==> src/rtl/pcseq_pkg.sv <==
package pcseq_pkg;

    localparam int unsigned DEF_PC_W    = 13;
    localparam int unsigned DEF_TGT_W   = 11;
    localparam int unsigned DEF_LOW_W   = 8;
    localparam int unsigned DEF_DEPTH   = 8;
    localparam int unsigned DEF_MEM_AW  = 10;
    localparam int unsigned DEF_RST_VEC = 0;
    localparam int unsigned DEF_IRQ_VEC = 4;

    // one counter operation per cycle, chosen by priority
    typedef enum logic [2:0] {
        OP_HOLD = 3'd0,
        OP_STEP = 3'd1,
        OP_LOWR = 3'd2,
        OP_RET  = 3'd3,
        OP_JUMP = 3'd4,
        OP_CALL = 3'd5,
        OP_IRQ  = 3'd6
    } pc_op_e;

    typedef struct packed {
        logic irq;
        logic call;
        logic jump;
        logic ret;
        logic lowr;
        logic step;
    } strobes_t;

    function automatic logic op_pushes(pc_op_e op);
        return (op == OP_CALL) || (op == OP_IRQ);
    endfunction

    function automatic logic op_pops(pc_op_e op);
        return op == OP_RET;
    endfunction

endpackage

==> src/rtl/pcseq_arbiter.sv <==
module pcseq_arbiter
    import pcseq_pkg::*;
(
    input  strobes_t req,
    output pc_op_e   op
);
    always_comb begin
        if (req.irq)       op = OP_IRQ;
        else if (req.call) op = OP_CALL;
        else if (req.jump) op = OP_JUMP;
        else if (req.ret)  op = OP_RET;
        else if (req.lowr) op = OP_LOWR;
        else if (req.step) op = OP_STEP;
        else               op = OP_HOLD;
    end
endmodule

==> src/rtl/pcseq_page_latch.sv <==
module pcseq_page_latch #(
    parameter int unsigned W = 5
) (
    input  logic         clk,
    input  logic         rst,
    input  logic         wr,
    input  logic [W-1:0] wdata,
    output logic [W-1:0] q
);
    always_ff @(posedge clk) begin
        if (rst)     q <= '0;
        else if (wr) q <= wdata;
    end
endmodule

==> src/rtl/pcseq_ring_stack.sv <==
module pcseq_ring_stack #(
    parameter int unsigned W     = 13,
    parameter int unsigned DEPTH = 8
) (
    input  logic         clk,
    input  logic         rst,
    input  logic         push,
    input  logic         pop,
    input  logic [W-1:0] push_data,
    output logic [W-1:0] top
);
    localparam int unsigned PTR_W = (DEPTH > 1) ? $clog2(DEPTH) : 1;
    localparam logic [PTR_W-1:0] LAST = PTR_W'(DEPTH - 1);

    logic [PTR_W-1:0] ptr_q;
    logic [PTR_W-1:0] ptr_up;
    logic [PTR_W-1:0] ptr_dn;
    logic [W-1:0]     slot_q [DEPTH];

    // ring arithmetic that works for any depth, not only powers of two
    assign ptr_up = (ptr_q == LAST) ? '0 : ptr_q + PTR_W'(1);
    assign ptr_dn = (ptr_q == '0) ? LAST : ptr_q - PTR_W'(1);
    assign top    = slot_q[ptr_dn];

    always_ff @(posedge clk) begin
        if (rst) begin
            ptr_q <= '0;
            for (int i = 0; i < int'(DEPTH); i++) slot_q[i] <= '0;
        end else if (push) begin
            slot_q[ptr_q] <= push_data;
            ptr_q         <= ptr_up;
        end else if (pop) begin
            ptr_q <= ptr_dn;
        end
    end
endmodule

==> src/rtl/pcseq_counter.sv <==
module pcseq_counter
    import pcseq_pkg::*;
#(
    parameter int unsigned PC_W    = 13,
    parameter int unsigned TGT_W   = 11,
    parameter int unsigned LOW_W   = 8,
    parameter int unsigned RST_VEC = 0,
    parameter int unsigned IRQ_VEC = 4
) (
    input  logic                    clk,
    input  logic                    rst,
    input  pc_op_e                  op,
    input  logic [TGT_W-1:0]        target,
    input  logic [LOW_W-1:0]        lo_data,
    input  logic [PC_W-LOW_W-1:0]   latch,
    input  logic [PC_W-1:0]         stack_top,
    output logic [PC_W-1:0]         pc_q,
    output logic [PC_W-1:0]         push_val
);
    localparam int unsigned LATCH_W = PC_W - LOW_W;
    localparam int unsigned PAGE_W  = PC_W - TGT_W;

    logic [PC_W-1:0] pc_next;
    logic [PC_W-1:0] pc_inc;
    logic [PC_W-1:0] paged;

    assign pc_inc = pc_q + PC_W'(1);
    assign paged  = {latch[LATCH_W-1 -: PAGE_W], target};

    // interrupts save the address not yet executed, calls the next one
    assign push_val = (op == OP_IRQ) ? pc_q : pc_inc;

    always_comb begin
        unique case (op)
            OP_STEP: pc_next = pc_inc;
            OP_LOWR: pc_next = {latch, lo_data};
            OP_RET:  pc_next = stack_top;
            OP_JUMP: pc_next = paged;
            OP_CALL: pc_next = paged;
            OP_IRQ:  pc_next = PC_W'(IRQ_VEC);
            default: pc_next = pc_q;
        endcase
    end

    always_ff @(posedge clk) begin
        if (rst) pc_q <= PC_W'(RST_VEC);
        else     pc_q <= pc_next;
    end
endmodule

==> src/rtl/fetch_addr_gen.sv <==
module fetch_addr_gen
    import pcseq_pkg::*;
#(
    parameter int unsigned PC_W    = DEF_PC_W,
    parameter int unsigned TGT_W   = DEF_TGT_W,
    parameter int unsigned LOW_W   = DEF_LOW_W,
    parameter int unsigned DEPTH   = DEF_DEPTH,
    parameter int unsigned MEM_AW  = DEF_MEM_AW,
    parameter int unsigned RST_VEC = DEF_RST_VEC,
    parameter int unsigned IRQ_VEC = DEF_IRQ_VEC
) (
    input  logic                  clk,
    input  logic                  rst,
    input  logic                  step_i,
    input  logic                  jump_i,
    input  logic                  call_i,
    input  logic                  ret_i,
    input  logic                  irq_i,
    input  logic                  lo_wr_i,
    input  logic [LOW_W-1:0]      lo_wdata_i,
    input  logic                  latch_wr_i,
    input  logic [PC_W-LOW_W-1:0] latch_wdata_i,
    input  logic [TGT_W-1:0]      target_i,
    output logic [PC_W-1:0]       fetch_addr_o,
    output logic [MEM_AW-1:0]     mem_addr_o,
    output logic [LOW_W-1:0]      pc_lo_o
);
    localparam int unsigned LATCH_W = PC_W - LOW_W;

    strobes_t              req;
    pc_op_e                op;
    logic [LATCH_W-1:0]    latch_q;
    logic [PC_W-1:0]       pc_q;
    logic [PC_W-1:0]       push_val;
    logic [PC_W-1:0]       stack_top;

    assign req = '{irq: irq_i, call: call_i, jump: jump_i,
                   ret: ret_i, lowr: lo_wr_i, step: step_i};

    pcseq_arbiter i_arb (
        .req (req),
        .op  (op)
    );

    pcseq_page_latch #(.W(LATCH_W)) i_latch (
        .clk   (clk),
        .rst   (rst),
        .wr    (latch_wr_i),
        .wdata (latch_wdata_i),
        .q     (latch_q)
    );

    pcseq_ring_stack #(.W(PC_W), .DEPTH(DEPTH)) i_stack (
        .clk       (clk),
        .rst       (rst),
        .push      (op_pushes(op)),
        .pop       (op_pops(op)),
        .push_data (push_val),
        .top       (stack_top)
    );

    pcseq_counter #(
        .PC_W(PC_W), .TGT_W(TGT_W), .LOW_W(LOW_W),
        .RST_VEC(RST_VEC), .IRQ_VEC(IRQ_VEC)
    ) i_cnt (
        .clk       (clk),
        .rst       (rst),
        .op        (op),
        .target    (target_i),
        .lo_data   (lo_wdata_i),
        .latch     (latch_q),
        .stack_top (stack_top),
        .pc_q      (pc_q),
        .push_val  (push_val)
    );

    assign fetch_addr_o = pc_q;
    assign pc_lo_o      = pc_q[LOW_W-1:0];

    generate
        if (MEM_AW >= PC_W) begin : g_full_mem
            assign mem_addr_o = MEM_AW'(pc_q);
        end else begin : g_wrap_mem
            assign mem_addr_o = pc_q[MEM_AW-1:0];
        end
    endgenerate
endmodule

==> config.mk <==
export PLATFORM = sky130hd
export DESIGN_NAME = fetch_addr_gen
export DESIGN_NICKNAME = d
export VERILOG_FILES = /design/src/rtl/pcseq_pkg.sv /design/src/rtl/pcseq_arbiter.sv /design/src/rtl/pcseq_page_latch.sv /design/src/rtl/pcseq_ring_stack.sv /design/src/rtl/pcseq_counter.sv /design/src/rtl/fetch_addr_gen.sv
export SDC_FILE = /design/constraint.sdc
export NUM_CORES = 1
export LEC_CHECK = 0
export ABC_AREA = 1
export ABC_CLOCK_PERIOD_IN_PS = 5800
export CORE_MARGIN = 2
export CORE_UTILIZATION = 64
export CTS_BUF_LIST = sky130_fd_sc_hd__clkbuf_8
export CTS_CLUSTER_SIZE = 30
export DETAILED_ROUTE_END_ITERATION = 16
export GPL_TIMING_DRIVEN = 0
export PLACE_DENSITY = 0.93
export SYNTH_ARGS = -nofsm -noshare
export SYNTH_HDL_FRONTEND = slang
export SYNTH_SLANG_ARGS = --single-unit
export TNS_END_PERCENT = 30
==> constraint.sdc <==
create_clock -name clk -period 5.8 [get_ports clk]
set_input_delay 1.16 -clock clk [delete_from_list [all_inputs] [get_ports clk]]
set_output_delay 1.16 -clock clk [all_outputs]
set_load 0.05 [all_outputs]
==> results of run 1 <==
## state kept, by name, summed over array words and instances, names as in the netlist
name	count
i_cnt.pc_q	13
i_latch.q	5
i_stack.ptr_q	3
i_stack.slot_q	104
## synthesized netlist by cell type (all sizes together)
library cell and n:
o211ai 11, nand2 123, a21boi 1, nand4 3, ha 5, inv 94, xor2 8, a21oi 38
and2 2, a22oi 7, nand3 71, a31oi 5, nand3b 2, edfxtp 104, buf 50, o21ai 52
xnor2 3, and3 1, dfxtp 21, clkbuf 6, nor2 144, mux2i 1
## power groups by stage
stage	clock, W	sequential (W)	combinational, W
2_1_floorplan	0	0.00108	0.000300
3_3_place_gp	0	0.00107	0.000451
3_5_place_dp	0	0.00107	0.000471
4_1_cts	0.000852	0.00105	0.000477
5_1_grt	0.000897	0.00106	0.000517
6_report	0.000859	0.00105	0.000490
## worst min-delay path by stage
stage,to,cells after the start
after floorplan,i_latch.q[0],2
after global placement,i_latch.q[0],2
after detailed placement,i_latch.q[0],2
after CTS,i_latch.q[0],2
after global routing,i_latch.q[2],2
final,i_latch.q[0],2
## cells in the final DEF (no fill, tap or decap), drive strengths merged
| cell type | Yosys | routed |
|---|---|---|
| a21boi | 1 | 1 |
| a21oi | 38 | 38 |
| a22oi | 7 | 7 |
| a31oi | 5 | 5 |
| and2 | 2 | 2 |
| and3 | 1 | 1 |
| buf | 50 | 50 |
| bufinv | 0 | 4 |
| clkbuf | 6 | 23 |
| clkdlybuf4s50 | 0 | 62 |
| clkinv | 0 | 4 |
| clkinvlp | 0 | 1 |
| dfxtp | 21 | 21 |
| edfxtp | 104 | 104 |
| ha | 5 | 5 |
| inv | 94 | 99 |
| mux2i | 1 | 1 |
| nand2 | 123 | 123 |
| nand3 | 71 | 71 |
| nand3b | 2 | 2 |
| nand4 | 3 | 3 |
| nor2 | 144 | 144 |
| o211ai | 11 | 11 |
| o21ai | 52 | 52 |
| xnor2 | 3 | 3 |
| xor2 | 8 | 8 |
## kinds of logic (layout without fill, tap and decap cells)
group	count (synthesis)	count (layout)	share of synthesized area [%]
buffers and inverters	150	243	11.6
adder cells (fa/ha/maj)	5	5	0.927
XOR/XNOR	11	11	1.43
AND/OR/NAND/NOR	346	346	23.4
flip-flops	125	125	52.5
AO/OA/AOI/OAI	114	114	9.94
multiplexers	1	1	0.148
## cell type report
cell class / count / area, µm² / share of cell area (%)
Tap cell: 136 / 170 / 2.13
Inverter: 94 / 355 / 4.45
Timing Repair Buffer: 62 / 621 / 7.77
Buffer: 56 / 430 / 5.39
Clock buffer: 17 / 234 / 2.93
Sequential cell: 125 / 3540 / 44.4
Clock inverter: 14 / 209 / 2.62
Multi-Input combinational cell: 477 / 2420 / 30.3
## layer usage
layer	up-vias	global-route usage, %	share of wire [%]
met5	-	0	0
met4	0	15.3	3.7
met3	67	6.32	11
met2	416	54.1	49
met1	2689	43.4	37
li1	2627	-	-
## worst register-to-register path, delay by kind of cell (launching register included)
kind,cells,cell delay (ns)
flops,1,0.37
compound gates,2,0.32
fa+ha+maj,1,0.34
simple gates,4,0.41
buf+inv,4,1.21
## metrics by stage
step                      area [µm²]  instances  power (W)
final                           7980        981    0.00240
after global routing            7980        981    0.00247
after CTS                       7980        981    0.00238
after detailed placement        7540        950    0.00154
after global placement          7540        950    0.00152
after floorplan                 6750        752    0.00138
==> implementation parameters, run 1 <==
Parameter                              Value

Detailed routing
  Post-route ant nets ... 0
  Average detailed-routed wire length per instance ... 18.6 µm
  Routed Wire Length ... 18300 µm
  Drc violations ... 0
  DRC marker count from the first detailed-route iteration ... 720
  Total number of vias ... 5799
  First-pass iteration count of the detailed router ... 5
  Routed vias/inst ... 5.91

Hold path
  Class of the worst hold path ... reg -> reg
  Worst Hold Launch ... i_latch.q[0]

Placed design
  Count of input and output buffers ... 62
  Post-placement worst setup slack ... 2.34 ns
  Half-perimeter wire length after detailed placement ... 12600 µm
  Routability cong. ... 0.966

Power
  Part of the power in combinational logic ... 20.4%
  Clock network power share ... 35.8%
  Sw frac ... 30.9%
  NetSw ... 0.000742 W
  Part of the power in registers ... 43.8%
  Maximum vdd drop ... 280 µV
  Power Internal ... 0.00166 W
  Pwr/cell area ... 301 nW/µm²
  Leakage dissipation ... 3.28 nW

STA
  Relative slew slack ... 41.1%
  Number of max-slew violations in the final report ... 0
  Setup total negative slack ... 0 ns
  Transition time at the pin with the least slew margin ... 0.878 ns
  Worst hold slack ... 0.516 ns
  Fraction of the cycle the final worst path needs ... 53.4%
  Maximum frequency from static timing analysis ... 323 MHz
  Post-route clock skew ... 0.0109 ns
  Final hold violations ... 0
  Setup repair after global routing missed its margin ... no
  Final critical-path required period ... 3.10 ns
  Fin worst setup slack ... 2.70 ns
  Number of endpoints failing setup at the final stage ... 0

Die
  Initial cell density of the core ... 65.7%
  Chip height ... 107 µm
  Chip width ... 107 µm
  Standard cell core area ... 10300 µm²
  Number of placed I/O pins ... 64
  Number of placement rows ... 37
  Die ar. ... 11400 µm²

Clocking
  Clock net sink count ... 125
  Worst-case clock buffer depth ... 2
  Number of buffers inserted during clock tree synthesis ... 17
  Clk slew on worst S/H paths ... 0.08 ns
  Max H-tree Level ... 4
  CTS tree ... built
  Total of hold buffers inserted after clock tree synthesis ... 0
  Clock latency at the later pin of the worst-skew pair ... 0.44 ns
  CTS root buffer ... clkbuf_8
  Post-CTS resize count ... 0
  Buffers inserted during post-CTS setup optimization ... 0

Setup path
  Data required time of the worst path ... 5.88 ns
  Crit Reg-Reg Startpoint ... i_stack.ptr_q[0]
  Path type of the worst setup path ... in -> reg
  Kind of cell adding the most delay to the critical path ... buffers and inverters
  Critical path depth ... 7
  Count of buffering cells on the critical path with inverters included ... 3
  CP Cell Sequence ... clkdlybuf4s50_1 -> inv_1 -> nand2_4 -> nor2_8 -> nand2_4 -> buf_6 -> nand2_1
  Data arrival at the endpoint of the critical path ... 3.17 ns
  Most common cell type on the critical path ... nand2_4
  Crit-path max FO ... 13
  Critical Path Sink ... i_stack.slot_q[2][3]
  Crit Reg-Reg Endpoint ... i_cnt.pc_q[2]
  CP Launch Type ... primary input
  Delay contributed by the slowest stage of the critical path ... 0.57 ns
  Startpoint of the worst setup timing path ... rst
  Sort of element at the end of the critical path ... register
  Worst Reg-to-Reg Cells ... 11
  Slowest CP cell ... clkdlybuf4s50_1
  Reg2reg setup slack ... 3.12 ns

GRT
  Gr ovfl total ... 0
  Global-route wire length before repair ... 28400 µm
  Number of antenna violations at the first check in global routing ... 0
  Via count of the first global-routing pass ... 5640
  Pin count of the biggest net entering global routing ... 17
  Global-route total usage across every layer ... 33.3%

Synthesis
  Area contributors post-synth ... edfxtp_1, nor2_1, dfxtp_1, nand2_1, inv_1
  Portion of synthesized cell area occupied by the leading cell type ... 46.3%
  Count of warnings emitted by yosys ... 0
  Synthesized area per cell ... 8.98 µm²
  Post-synthesis register bit count ... 125
  Share of synthesized area occupied by flip-flops and latches ... 52.5%
  Netlist cell types ... 39
  Gate Count Post-Synth ... 752
  Biggest area consumer among synthesized cells ... edfxtp_1
  Syn Nets ... 790
  Cell area after technology mapping ... 6750 µm²

Final layout
  Filler cell count in the final layout ... 679
  Diode insertion count for antenna repair ... 0
  Fraction of final layout cells with drive strength greater than 1 ... 15.0%
  Final net count ... 871
  Utilization after layout ... 77.7%
  Synthesis-to-layout area growth ... 18.3%

Outcome
  Outcome ... finished clean

Run
  Number of maximum-capacitance constraint violations ... 0
No activity file was read; power rests on OpenSTA's default activity.
==> run 2: changes to the inputs <==
--- a/config.mk
+++ b/config.mk
@@ -6,14 +6,14 @@
 export NUM_CORES = 1
 export LEC_CHECK = 0
 export ABC_AREA = 1
-export ABC_CLOCK_PERIOD_IN_PS = 5800
+export ABC_CLOCK_PERIOD_IN_PS = 3210
 export CORE_MARGIN = 2
-export CORE_UTILIZATION = 64
+export CORE_UTILIZATION = 60
 export CTS_BUF_LIST = sky130_fd_sc_hd__clkbuf_8
 export CTS_CLUSTER_SIZE = 30
 export DETAILED_ROUTE_END_ITERATION = 16
 export GPL_TIMING_DRIVEN = 0
-export PLACE_DENSITY = 0.93
+export PLACE_DENSITY = 0.88
 export SYNTH_ARGS = -nofsm -noshare
 export SYNTH_HDL_FRONTEND = slang
 export SYNTH_SLANG_ARGS = --single-unit
==> constraint.sdc (replaced) <==
create_clock -name clk -period 3.21 [get_ports clk]
set_input_delay 0.642 -clock clk [delete_from_list [all_inputs] [get_ports clk]]
set_output_delay 0.642 -clock clk [all_outputs]
set_load 0.05 [all_outputs]
==> implementation parameters, run 2 (synthesis gave the netlist of run 1 again) <==
Parameter                              Value

Outcome
  Outcome ... finished clean

Power
  Leakage dissipation ... 3.24 nW
  Power consumption ... 0.00411 W
  Maximum vdd drop ... 391 µV
  Pwr/cell area ... 519 nW/µm²

Detailed routing
  DRC marker count from the first detailed-route iteration ... 575
  Drc violations ... 0
  Routed Wire Length ... 17700 µm
  Average detailed-routed wire length per instance ... 18.0 µm
  Total number of vias ... 5666
  First-pass iteration count of the detailed router ... 6
  Post-route ant nets ... 0
  Routed vias/inst ... 5.75

STA
  Setup repair after global routing missed its margin ... no
  Number of endpoints failing setup at the final stage ... 0
  Post-route clock skew ... 0.0117 ns
  Transition time at the pin with the least slew margin ... 0.734 ns
  Setup total negative slack ... 0 ns
  Final hold violations ... 0
  Maximum frequency from static timing analysis ... 385 MHz
  Relative slew slack ... 49.7%
  Number of max-slew violations in the final report ... 0
  Final critical-path required period ... 2.60 ns
  Fraction of the cycle the final worst path needs ... 80.8%

Setup path
  Data required time of the worst path ... 3.59 ns
  Count of buffering cells on the critical path with inverters included ... 4
  Data arrival at the endpoint of the critical path ... 2.98 ns
  Worst Reg-to-Reg Cells ... 11
  Critical path depth ... 11
  Kind of cell adding the most delay to the critical path ... buffers and inverters
  CP Launch Type ... register
  Delay contributed by the slowest stage of the critical path ... 0.61 ns
  Path type of the worst setup path ... reg -> reg
  Sort of element at the end of the critical path ... register
  Crit-path max FO ... 10
  CP Cell Sequence ... buf_6 -> inv_1 -> ha_1 -> inv_1 -> clkbuf_1 -> o211ai_1 -> nand3_1 -> nand3_1 -> nand2_1 -> nand2_1 -> a21oi_2
  Slowest CP cell ... clkbuf_1

GRT
  Global-route wire length before repair ... 27600 µm
  Gr ovfl total ... 0
  Number of antenna violations at the first check in global routing ... 0
  Pin count of the biggest net entering global routing ... 17
  Global-route total usage across every layer ... 31.2%
  Via count of the first global-routing pass ... 5416

Clocking
  Clk slew on worst S/H paths ... 0.08 ns
  Post-CTS resize count ... 0
  Total of hold buffers inserted after clock tree synthesis ... 0
  CTS root buffer ... clkbuf_8
  Buffers inserted during post-CTS setup optimization ... 0
  Clock net sink count ... 125
  Number of buffers inserted during clock tree synthesis ... 17
  Worst-case clock buffer depth ... 2
  Max H-tree Level ... 4
  Clock latency at the later pin of the worst-skew pair ... 0.45 ns
  CTS tree ... built

Hold path
  Class of the worst hold path ... reg -> reg
  Hold-critical path depth ... 2

Final layout
  Number of flip-flops under the largest register name ... 104
  Diode insertion count for antenna repair ... 0
  Largest regs ... i_stack.slot_q (104), i_cnt.pc_q (13), i_latch.q (5)
  Most common cell after layout, fill and taps aside ... nor2_1
  Synthesis-to-layout area growth ... 17.4%
  Filler cell count in the final layout ... 794
  Final net count ... 871
  Fraction of final layout cells with drive strength greater than 1 ... 14.8%
  Most used cells in the layout excluding fill and tap cells ... nor2_1, nand2_1, edfxtp_1
  Register ranked first by flip-flop count ... i_stack.slot_q

Die
  Die ar. ... 12100 µm²
  Chip width ... 110 µm
  Number of placement rows ... 38
  Standard cell core area ... 10900 µm²
  Number of placed I/O pins ... 64
  Chip height ... 110 µm
  Initial cell density of the core ... 62.0%

Placed design
  Count of input and output buffers ... 62
  Half-perimeter wire length after detailed placement ... 12700 µm
  Routability cong. ... 0.886

Run
  Number of maximum-capacitance constraint violations ... 0
==> run 2: metal layers <==
| metal | vias up | GRT usage, % | part of all wire, % |
|---|---|---|---|
| li1 | 2626 | - | - |
| met1 | 2683 | 41.0 | 39 |
| met2 | 315 | 50.5 | 48 |
| met3 | 42 | 6.88 | 9.5 |
| met4 | 0 | 12.6 | 2.8 |
| met5 | - | 0 | 0 |
==> run 2: metrics by stage <==
stage | area [µm²] | hold WS, ns | util [%] | std cells | setup WS [ns]
after floorplan | 6750 | 0.463 | - | 752 | 1.07
after global routing | 7930 | 0.576 | 72.8 | 986 | 0.496
final | 7930 | 0.521 | 72.8 | 986 | 0.615
after detailed placement | 7550 | 0.506 | 69.3 | 954 | 0.192
after global placement | 7550 | 0.484 | 69.3 | 954 | 0.286
after CTS | 7930 | 0.526 | 72.8 | 986 | 0.628
==> run 2: tightest hold or removal path: cells and delay by family, from the launching register on <==
| family | cells | cell delay (ns) |
|---|---|---|
| AO/OA/AOI/OAI | 1 | 0.08 |
| flip-flops | 1 | 0.33 |
| AND/OR/NAND/NOR | 1 | 0.08 |
==> run 2: worst paths after layout <==
check | from | endpoint | slack [ns]
max | i_stack.ptr_q[0] | i_cnt.pc_q[2] | 0.61
min | i_latch.q[1] | i_latch.q[1] | 0.52
max reg2reg | i_stack.ptr_q[0] | i_cnt.pc_q[2] | 0.61
min reg2reg | i_latch.q[1] | i_latch.q[1] | 0.52
==> run 2: area by class of cell <==
type	count	area [µm²]	area share, %
well taps	140	175	2.21
multi-input cells	477	2420	30.5
inverters	94	355	4.48
repair buffers	62	621	7.83
clock buffers	17	234	2.95
clock inverters	15	148	1.86
flip-flops and latches	125	3540	44.7
plain buffers	56	430	5.43
==> run 2: report_power, final <==
part	leakage (nW)	switching (W)	internal [W]
logic	1.81	0.000587	0.000284
clock network	0.173	0.000661	0.000681
registers	1.25	0.0000489	0.00185
